$ cat src/rtl/clkdiv_pkg.sv
package clkdiv_pkg;

    // Mode codes seen on the mode_sel input
    typedef enum logic [2:0] {
        MODE_PLL_LO = 3'd0,
        MODE_PLL_HI = 3'd1,
        MODE_EXT_LO = 3'd2,
        MODE_EXT_HI = 3'd3,
        MODE_BYPASS = 3'd4
    } mode_e;

    // Sequencer states
    typedef enum logic {
        SEQ_HOLD = 1'b0,
        SEQ_RUN  = 1'b1
    } seq_state_e;

    // Domain indices into the divider array
    localparam int DOM_SYNC  = 0;
    localparam int DOM_FIFO  = 1;
    localparam int DOM_MSER  = 2;
    localparam int NUM_DOMS  = 3;

    function automatic int max_of(input int a, input int b);
        return (a > b) ? a : b;
    endfunction

endpackage

$ cat src/rtl/clkdiv_ratio_latch.sv
module clkdiv_ratio_latch
    import clkdiv_pkg::*;
#(
    parameter int DIV_W        = 7,
    parameter int SYNC_DIV_PLL = 10,
    parameter int FIFO_DIV_PLL = 60,
    parameter int MSER_DIV_PLL = 5,
    parameter int SYNC_DIV_E32 = 1,
    parameter int SYNC_DIV_E48 = 2,
    parameter int FIFO_DIV_EXT = 12,
    parameter int MSER_DIV_EXT = 1
) (
    input  logic             clk,
    input  logic             srst,
    input  logic [2:0]       mode_sel,
    output logic [DIV_W-1:0] div_sync,
    output logic [DIV_W-1:0] div_fifo,
    output logic [DIV_W-1:0] div_mser
);

    mode_e mode_q;

    // Mode is captured only while reset is asserted
    always_ff @(posedge clk) begin
        if (srst) begin
            mode_q <= mode_e'(mode_sel);
        end
    end

    always_comb begin
        unique case (mode_q)
            MODE_EXT_LO: begin
                div_sync = DIV_W'(SYNC_DIV_E32);
                div_fifo = DIV_W'(FIFO_DIV_EXT);
                div_mser = DIV_W'(MSER_DIV_EXT);
            end
            MODE_EXT_HI: begin
                div_sync = DIV_W'(SYNC_DIV_E48);
                div_fifo = DIV_W'(FIFO_DIV_EXT);
                div_mser = DIV_W'(MSER_DIV_EXT);
            end
            default: begin
                // PLL low/high, PLL override and all unused codes
                div_sync = DIV_W'(SYNC_DIV_PLL);
                div_fifo = DIV_W'(FIFO_DIV_PLL);
                div_mser = DIV_W'(MSER_DIV_PLL);
            end
        endcase
    end

endmodule

$ cat src/rtl/clkdiv_seq.sv
module clkdiv_seq
    import clkdiv_pkg::*;
(
    input  logic clk,
    input  logic srst,
    output logic run
);

    seq_state_e state_q;
    seq_state_e state_d;

    always_ff @(posedge clk) begin
        if (srst) begin
            state_q <= SEQ_HOLD;
        end else begin
            state_q <= state_d;
        end
    end

    always_comb begin
        state_d = state_q;
        unique case (state_q)
            SEQ_HOLD: state_d = SEQ_RUN;
            SEQ_RUN:  state_d = SEQ_RUN;
            default:  state_d = SEQ_HOLD;
        endcase
    end

    always_comb begin
        run = (state_q == SEQ_RUN);
    end

endmodule

$ cat src/rtl/clkdiv_counter.sv
module clkdiv_counter #(
    parameter int DIV_W = 7
) (
    input  logic             clk,
    input  logic             run,
    input  logic [DIV_W-1:0] div,
    output logic             en
);

    logic [DIV_W-1:0] cnt_q;

    always_ff @(posedge clk) begin
        if (!run) begin
            cnt_q <= '0;
        end else if (cnt_q >= div - DIV_W'(1)) begin
            cnt_q <= '0;
        end else begin
            cnt_q <= cnt_q + DIV_W'(1);
        end
    end

    always_comb begin
        en = run && (cnt_q == '0);
    end

    // single-cycle strobe whenever the period exceeds one
    assert_single_pulse_R10: assert property (
        @(posedge clk) disable iff (!run)
        (en && (div > DIV_W'(1))) |=> !en
    );

    // phase counter never reaches the divisor while running
    assert_cnt_in_range_R10: assert property (
        @(posedge clk) disable iff (!run)
        cnt_q < div
    );

endmodule

$ cat src/rtl/clkdiv_modes.sv
module clkdiv_modes
    import clkdiv_pkg::*;
#(
    parameter int SYNC_DIV_PLL = 10,
    parameter int FIFO_DIV_PLL = 60,
    parameter int MSER_DIV_PLL = 5,
    parameter int SYNC_DIV_E32 = 1,
    parameter int SYNC_DIV_E48 = 2,
    parameter int FIFO_DIV_EXT = 12,
    parameter int MSER_DIV_EXT = 1
) (
    input  logic       clk,
    input  logic       srst,
    input  logic [2:0] mode_sel,
    output logic       en_sync,
    output logic       en_fifo_rd,
    output logic       en_mserial,
    output logic       en_stime
);

    localparam int MAX_DIV = max_of(max_of(max_of(SYNC_DIV_PLL, FIFO_DIV_PLL),
                                           max_of(MSER_DIV_PLL, SYNC_DIV_E32)),
                                    max_of(max_of(SYNC_DIV_E48, FIFO_DIV_EXT),
                                           MSER_DIV_EXT));
    localparam int DIV_W   = $clog2(MAX_DIV + 1);

    logic [DIV_W-1:0] div_arr [NUM_DOMS];
    logic [NUM_DOMS-1:0] en_vec;
    logic run;

    clkdiv_ratio_latch #(
        .DIV_W        (DIV_W),
        .SYNC_DIV_PLL (SYNC_DIV_PLL),
        .FIFO_DIV_PLL (FIFO_DIV_PLL),
        .MSER_DIV_PLL (MSER_DIV_PLL),
        .SYNC_DIV_E32 (SYNC_DIV_E32),
        .SYNC_DIV_E48 (SYNC_DIV_E48),
        .FIFO_DIV_EXT (FIFO_DIV_EXT),
        .MSER_DIV_EXT (MSER_DIV_EXT)
    ) u_ratio (
        .clk      (clk),
        .srst     (srst),
        .mode_sel (mode_sel),
        .div_sync (div_arr[DOM_SYNC]),
        .div_fifo (div_arr[DOM_FIFO]),
        .div_mser (div_arr[DOM_MSER])
    );

    clkdiv_seq u_seq (
        .clk  (clk),
        .srst (srst),
        .run  (run)
    );

    for (genvar g = 0; g < NUM_DOMS; g++) begin : g_dom
        clkdiv_counter #(
            .DIV_W (DIV_W)
        ) u_cnt (
            .clk (clk),
            .run (run),
            .div (div_arr[g]),
            .en  (en_vec[g])
        );
    end

    always_comb begin
        en_sync    = en_vec[DOM_SYNC];
        en_fifo_rd = en_vec[DOM_FIFO];
        en_mserial = en_vec[DOM_MSER];
        en_stime   = en_vec[DOM_SYNC];
    end

    // every domain fires together right after reset release
    assert_common_first_R2: assert property (
        @(posedge clk) disable iff (srst)
        $fell(srst) |=> (en_sync && en_fifo_rd && en_mserial && en_stime)
    );

    // the slowest strobe only lands on edges of the faster domains
    assert_fifo_aligned_R10: assert property (
        @(posedge clk) disable iff (srst)
        en_fifo_rd |-> (en_sync && en_mserial)
    );

endmodule

$ cat config.mk
export PLATFORM = sky130hd
export DESIGN_NAME = clkdiv_modes
export DESIGN_NICKNAME = d
export VERILOG_FILES = /design/src/rtl/clkdiv_pkg.sv /design/src/rtl/clkdiv_ratio_latch.sv /design/src/rtl/clkdiv_seq.sv /design/src/rtl/clkdiv_counter.sv /design/src/rtl/clkdiv_modes.sv
export SDC_FILE = /design/constraint.sdc
export NUM_CORES = 1
export LEC_CHECK = 0
export BUFFER_PORTS_ARGS = -buffer_cell sky130_fd_sc_hd__buf_4
export CORE_MARGIN = 2
export CORE_UTILIZATION = 40
export CTS_CLUSTER_SIZE = 12
export DETAILED_ROUTE_END_ITERATION = 12
export PLACE_DENSITY_LB_ADDON = 0.3
export SLEW_MARGIN = 5
export SYNTH_ARGS = -nofsm -noshare
export SYNTH_HDL_FRONTEND = slang
export SYNTH_HIERARCHICAL = 1
export SYNTH_SLANG_ARGS = --single-unit
$ cat constraint.sdc
create_clock -name clk -period 4 [get_ports clk]
set_input_delay 0.6 -clock clk [delete_from_list [all_inputs] [get_ports clk]]
set_output_delay 0.6 -clock clk [all_outputs]
set_load 0.1 [all_outputs]
# Yosys cells after proc, flatten, opt, wreduce, memory -nomap -nowiden
# Index checks and enable logic that the tools add are counted.
# totals
n_memories	0
input_bits	5
rom_bits	0
ramBits	0
output_inout_bits	4
ff_bits	22
word_cells	31
latchBits	0
# classes
eq_ne	2
reduce_logical	10
n_mux	4
div	0
n_mul	0
n_shift	0
n_lt_le_gt_ge	3
bitwise_logic	1
n_addsub	6
# op_table
op	n
6-bit by 1-bit adder with 6-bit output (second input constant)	3
6-bit >= comparator	3
6-bit logical NOT	3
4-bit one-hot mux with 2 select lines	1
2-bit OR reduction	4
3-bit by 2-bit equality test with 1-bit output (second input constant)	2
6-bit 2-to-1 mux	1
6-bit by 1-bit subtractor with 6-bit output (second input constant)	1
4-bit by 1-bit subtractor with 5-bit output (second input constant)	1
3-bit by 1-bit subtractor with 4-bit output (second input constant)	1
1-bit logical AND	3
3-bit 2-to-1 mux	1
1-bit 2-to-1 mux	1
1-bit NOT	1

# Longest topological paths before layout
# Gate-level depths: netlist (run 1).
# logic_depth
ltp_word	6
mapped_depth	9
depth_no_buf	9

# Modules after synthesis
# Netlist (run 1), hierarchy kept.
# by_module_without_submodules
module	area_each_um2	cells_per_inst	instances	seq_area_each_um2
clkdiv_counter	486.7	54	3	120.1
clkdiv_ratio_latch	234.0	23	1	90.1
clkdiv_seq	23.8	2	1	20.0
clkdiv_modes	7.5	1	1	0.0

# Least setup slack after synthesis (run 1)
# No wires, ideal clock.
# synth_timing
kind	register to output
start	reg g_dom[0].u_cnt.cnt_q[2]
end	out en_sync
t_arrival_ps	2611
slack_ps	789
path_buffers	1
path_stages_with_launch	4
cell_sequence	dfxtp_1 > or4b_1 > nor3b_2 > buf_4
# synth_between
elab_chain_cells	2
# synth_rtl
item	line_no	rtl
start: declaration	clkdiv_counter.sv:10	logic [DIV_W-1:0] cnt_q;
start signal: assignment	clkdiv_counter.sv:18	cnt_q <= cnt_q + DIV_W'(1);
6-bit logical NOT	clkdiv_counter.sv:23	en = run && (cnt_q == '0);
1-bit logical AND	clkdiv_counter.sv:23	
end: declaration	clkdiv_modes.sv:15	output logic en_sync,
# No other way between the ends.

==> flow_metrics.env, run 1 <==
export IMPL_crit_path_start_kind="register"
export IMPL_synth_edf_count=3
export IMPL_clock_latency_ps=260
export IMPL_p_total_mw=0.565
export IMPL_post_cts_setup_buffers=0
export IMPL_drtAntennaViolNets=0
export IMPL_slowest_delay_ps=480
export IMPL_p_leak_nw=0.744
export IMPL_switchingPower_mw=0.186
export IMPL_rrSetupSlack_ps=1520
export IMPL_antenna_found_initial=0
export IMPL_dp_hpwl_um=2110
export IMPL_utilization_pct=44.5
export IMPL_remaining_drc_errors=0
export IMPL_finalCriticalPeriod_ps=2480
export IMPL_max_freq_mhz=404
export IMPL_htree_levels=1
export IMPL_dp_cells=240
export IMPL_io_buffer_count=8
export IMPL_async_reset_ff_share_pct=0
export IMPL_cts_resized=0
export IMPL_reg2reg_depth=8
export IMPL_hold_path_class="in -> reg"
export IMPL_cts_tree="built"
export IMPL_antenna_cells=0
export IMPL_vdd_drop_max_v=0.000115
export IMPL_p_clk_share_pct=27.8
export IMPL_cp_cell_sequence="or3b_1, nor3_1, nor3b_1, xnor2_1, ha_1, nand2_1, o2111ai_1, a211oi_1"
export IMPL_dominantRegCellSynth="dfxtp_1"
export IMPL_routabilityCongestion=0.759
export IMPL_worstHoldPathCells=1
export IMPL_die_w_um=69.7
export IMPL_end_kind="register"
export IMPL_cap_violations=0
export IMPL_cts_sinks=22
export IMPL_root_buffer="clkbuf_8"
export IMPL_detail_route_wl_per_cell_um=10.7
export IMPL_die_y_um=69.7
export IMPL_tightest_slew_ps=593
export IMPL_post_synth_instance_area_um2=1730
export IMPL_clk_pin_slew_ps=80
export IMPL_grt_pass1_vias=1169
export IMPL_crit_arrival_ps=2600
export IMPL_combPwrFrac_pct=27.5
export IMPL_ys_seq_area_share_pct=27.3
export IMPL_min_period_over_period_pct=61.9
export IMPL_slew_viol_final=0
export IMPL_num_rows=23
export IMPL_status="complete, no violations"
export IMPL_tns_ps=0
export IMPL_syn2layout_area_growth_pct=5.51
export IMPL_cp_num_cells=8
export IMPL_setup_violations=0
export IMPL_synth_top_area_share_pct=22.0
export IMPL_yosysUniqueCellTypes=26
export IMPL_syn_avg_cell_area_um2=9.18
export IMPL_ys_warn_count=6
export IMPL_dieArea_um2=4850
export IMPL_routed_via_density=4.81
export IMPL_grt_pass1_wl_um=4830
export IMPL_synth_top_cells_by_count="ha_1, dfxtp_1, inv_1, buf_4, a211oi_1"
export IMPL_gr_total_overflow=0
export IMPL_seqPwrFrac_pct=44.7
export IMPL_worst_hold_slack_ps=514
export IMPL_rsz0062_at_grt="false"
export IMPL_finalClockSkew_ps=0.969
export IMPL_ys_top_cells_by_area="dfxtp_1, ha_1, buf_4"
export IMPL_initial_core_util_pct=42.2
export IMPL_synth_top_cell_by_area="dfxtp_1"
export IMPL_clockBufferDepth=2
export IMPL_vias=1174
export IMPL_internal_power_mw=0.379
export IMPL_netlist_instances=188
export IMPL_final_nets=227
export IMPL_final_cells=244
export IMPL_drt_iter0_drc=22
export IMPL_numCtsBuffers=3
export IMPL_drt_first_pass_iters=4
export IMPL_grt_usage_pct=11.9
export IMPL_crit_family="simple AND/OR/NAND/NOR gates"
export IMPL_finalWirelength_um=2620
export IMPL_ys_ff_latch=22
export IMPL_sw_frac_of_total_pct=32.8
export IMPL_core_area_um2=4090
export IMPL_grt_max_degree=13
export IMPL_crit_required_ps=4120
export IMPL_cp_buffers_inverters=0
export IMPL_relSlewSlack_pct=60.5
export IMPL_drive_gt1_share_pct=10.8
export IMPL_path_class="reg -> reg"
export IMPL_final_hold_violation_count=0
export IMPL_ioPinCount=9
export IMPL_crit_slowest_cell="o2111ai_1"
export IMPL_synth_most_common_cell="ha_1"
export IMPL_path_max_fanout=6
export IMPL_cellPowerDensity_nw_per_um2=310
export IMPL_hold_buffers=0
## logic make-up after synthesis
kind of cell / Yosys count / share of synthesized area [%]
buffers and inverters: 35 / 11.1
AO/OA/AOI/OAI: 30 / 13.7
flip-flops: 22 / 27.3
AND/OR/NAND/NOR: 51 / 17.3
XOR/XNOR: 21 / 10.7
adder cells (fa/ha/maj): 27 / 19.6
other: 2 / 0.435
## area by class of cell
cell class                 instances  area, µm²
clock buffer                       4       55.1
inverter                          19       71.3
fill                             407       2270
multi-input combinational        141       1100
sequential                        22        470
timing repair buffer               8       60.1
tap                               50       62.6
## per-layer routing
metal,track usage [%],part of all wire [%],up-vias
li1,-,-,646
met1,15.4,53,516
met2,20.0,44,8
met3,1.74,2.1,4
met4,4.49,1.1,0
met5,0,0,-
## through the flow
step	setup slack, ps	area [µm²]
finish	1520	1820
global route	1310	1820
CTS	1510	1820
global placement	1550	1770
floorplan	789	1760
detailed placement	1540	1770
## power by group through the flow
stage / registers, mW / logic, mW / clock network, mW
floorplan: 0.253 / 0.140 / 0
global placement: 0.257 / 0.153 / 0
detailed placement: 0.257 / 0.154 / 0
CTS: 0.252 / 0.155 / 0.164
global route: 0.255 / 0.175 / 0.173
finish: 0.252 / 0.156 / 0.157
## state kept, by name, indices dropped and copies added, names as in the netlist
register and count:
g_dom.u_cnt/cnt_q 18, u_ratio/mode_q 3, u_seq/run 1
## path summary, 6_finish.rpt
kind,startpoint,end
hold / removal,mode_sel[2],u_ratio/mode_q[2]$_DFFE_PP_
setup / recovery,u_ratio/mode_q[0]$_DFFE_PP_,g_dom[0].u_cnt/cnt_q[4]$_SDFF_PP0_
hold reg to reg,g_dom[2].u_cnt/cnt_q[0]$_SDFF_PP0_,g_dom[2].u_cnt/cnt_q[0]$_SDFF_PP0_
setup reg to reg,u_ratio/mode_q[0]$_DFFE_PP_,g_dom[0].u_cnt/cnt_q[4]$_SDFF_PP0_
## worst reg2reg max path: stages (launching register included)
cell and delay (ps):
edfxtp_1 380, or3b_1 390, nor3_1 280, nor3b_1 260
xnor2_1 100, ha_1 290, nand2_1 60, o2111ai_1 480
a211oi_1 90
## placed cells by master (no fill, tap or decap), types with 6 or more instances in the layout
master	count
buf_4	8
nand2_1	12
conb_1	12
xor2_1	9
dfxtp_1	19
nand3_1	9
xnor2_1	12
ha_1	27
a211oi_1	15
nor2_1	6
inv_1	19
(Power assumes the default switching activity.)
==> run 2: changes to the inputs <==
- clock period: 4 -> 2.52 ns (I/O delays scaled with it)
==> run 2 against run 1 <==
Compared with the run above: maximum frequency up 5.6%; global-route usage down 0.15 points; non-clock buffer count up 1; die area unchanged; largest power group unchanged; highest routed layer unchanged.
==> flow_metrics.env, run 2 (synthesis results as in run 1) <==
export IMPL_slew_viol_final=0
export IMPL_crit_arrival_ps=2480
export IMPL_path_class="reg -> reg"
export IMPL_final_cell_mix="ha_1, inv_1, dfxtp_1"
export IMPL_root_buffer="clkbuf_8"
export IMPL_max_freq_mhz=427
export IMPL_final_common_cell="ha_1"
export IMPL_cts_resized=0
export IMPL_ioPinCount=9
export IMPL_clockBufferDepth=2
export IMPL_gr_total_overflow=0
export IMPL_cts_tree="built"
export IMPL_die_y_um=69.7
export IMPL_detail_route_wl_per_cell_um=10.6
export IMPL_status="complete, no violations"
export IMPL_initial_core_util_pct=42.2
export IMPL_grt_max_degree=13
export IMPL_finalClockSkew_ps=1.12
export IMPL_tns_ps=0
export IMPL_die_w_um=69.7
export IMPL_finalWirelength_um=2590
export IMPL_drtAntennaViolNets=0
export IMPL_cellPowerDensity_nw_per_um2=490
export IMPL_clk_pin_slew_ps=80
export IMPL_numCtsBuffers=3
export IMPL_antenna_cells=0
export IMPL_cts_sinks=22
export IMPL_p_leak_nw=0.750
export IMPL_crit_required_ps=2650
export IMPL_io_buffer_count=8
export IMPL_end_kind="register"
export IMPL_syn2layout_area_growth_pct=6.31
export IMPL_grt_usage_pct=11.7
export IMPL_rsz0062_at_grt="false"
export IMPL_final_setup_worst_slack_ps=176
export IMPL_remaining_drc_errors=0
export IMPL_fillers=406
export IMPL_vdd_drop_max_v=0.000206
export IMPL_grt_pass1_vias=1109
export IMPL_crit_path_start_kind="register"
export IMPL_final_hold_violation_count=0
export IMPL_tightest_slew_ps=598
export IMPL_dieArea_um2=4850
export IMPL_cap_violations=0
export IMPL_dp_slack_ps=151
export IMPL_antenna_found_initial=0
export IMPL_relSlewSlack_pct=60.1
export IMPL_routed_via_density=4.80
export IMPL_min_period_over_period_pct=93.0
export IMPL_hold_path_class="in -> reg"
export IMPL_grt_pass1_wl_um=4800
export IMPL_drive_gt1_share_pct=11.3
export IMPL_utilization_pct=44.9
export IMPL_regMostFlops="g_dom.u_cnt/cnt_q"
export IMPL_post_cts_setup_buffers=0
export IMPL_dp_hpwl_um=2070
export IMPL_htree_levels=1
export IMPL_final_nets=228
export IMPL_setup_violations=0
export IMPL_vias=1177
export IMPL_path_max_fanout=6
export IMPL_routabilityCongestion=0.742
export IMPL_clock_latency_ps=260
export IMPL_hold_buffers=0
export IMPL_drt_iter0_drc=34
export IMPL_drt_first_pass_iters=2
export IMPL_num_rows=23
export IMPL_core_area_um2=4090
export IMPL_finalCriticalPeriod_ps=2340
export IMPL_largest_reg_flops=18
## run 2: power breakdown
| part | internal, mW | total, mW | switching [mW] |
|---|---|---|---|
| Combinational | 0.0915 | 0.249 | 0.157 |
| Sequential | 0.375 | 0.400 | 0.0254 |
| Clock | 0.139 | 0.249 | 0.110 |
| Total | 0.606 | 0.899 | 0.293 |
## run 2: final cells by class
class | instances | area (µm²) | area share [%]
Multi-Input combinational cell | 141 | 1110 | 60.4
Sequential cell | 22 | 470 | 25.6
Inverter | 19 | 71.3 | 3.89
Timing Repair Buffer | 9 | 67.6 | 3.68
Tap cell | 50 | 62.6 | 3.41
Clock buffer | 4 | 55.1 | 3.00
## run 2: final timing paths
kind | start | cells after the start | end | slack (ps)
worst min-delay path | mode_sel[2] | 1 | u_ratio/mode_q[2]$_DFFE_PP_ | 290
worst min register to register | g_dom[2].u_cnt/cnt_q[0]$_SDFF_PP0_ | 1 | g_dom[2].u_cnt/cnt_q[0]$_SDFF_PP0_ | 530
worst max register to register | u_ratio/mode_q[0]$_DFFE_PP_ | 8 | g_dom[0].u_cnt/cnt_q[0]$_SDFF_PP0_ | 180
worst max-delay path | u_ratio/mode_q[0]$_DFFE_PP_ | 8 | g_dom[0].u_cnt/cnt_q[0]$_SDFF_PP0_ | 180
## run 2: through the flow
stage	instance area [µm²]	std cells	power, mW	hold WS, ps
final	1830	245	0.899	290
after global routing	1830	245	0.969	273
after CTS	1830	245	0.911	282
after detailed placement	1780	241	0.656	515
after global placement	1780	241	0.656	520
after floorplan	1780	198	0.630	435
## run 2: per-layer routing
| layer | vias to the layer above | wire, µm | GRT usage, % |
|---|---|---|---|
| met5 | - | 0 | 0 |
| met2 | 6 | 1140 | 19.7 |
| met4 | 0 | 25 | 3.85 |
| li1 | 651 | - | - |
| met1 | 518 | 1390 | 15.4 |
| met3 | 2 | 36 | 1.74 |
## run 2: critical path, cell delays in order (launching register included)
cell and delay [ps]:
edfxtp_1 380, or3b_1 400, nor3_1 270, nor3b_1 260, xnor2_1 100, ha_1 290
nand2_1 60, nor2_1 330, a211oi_1 140
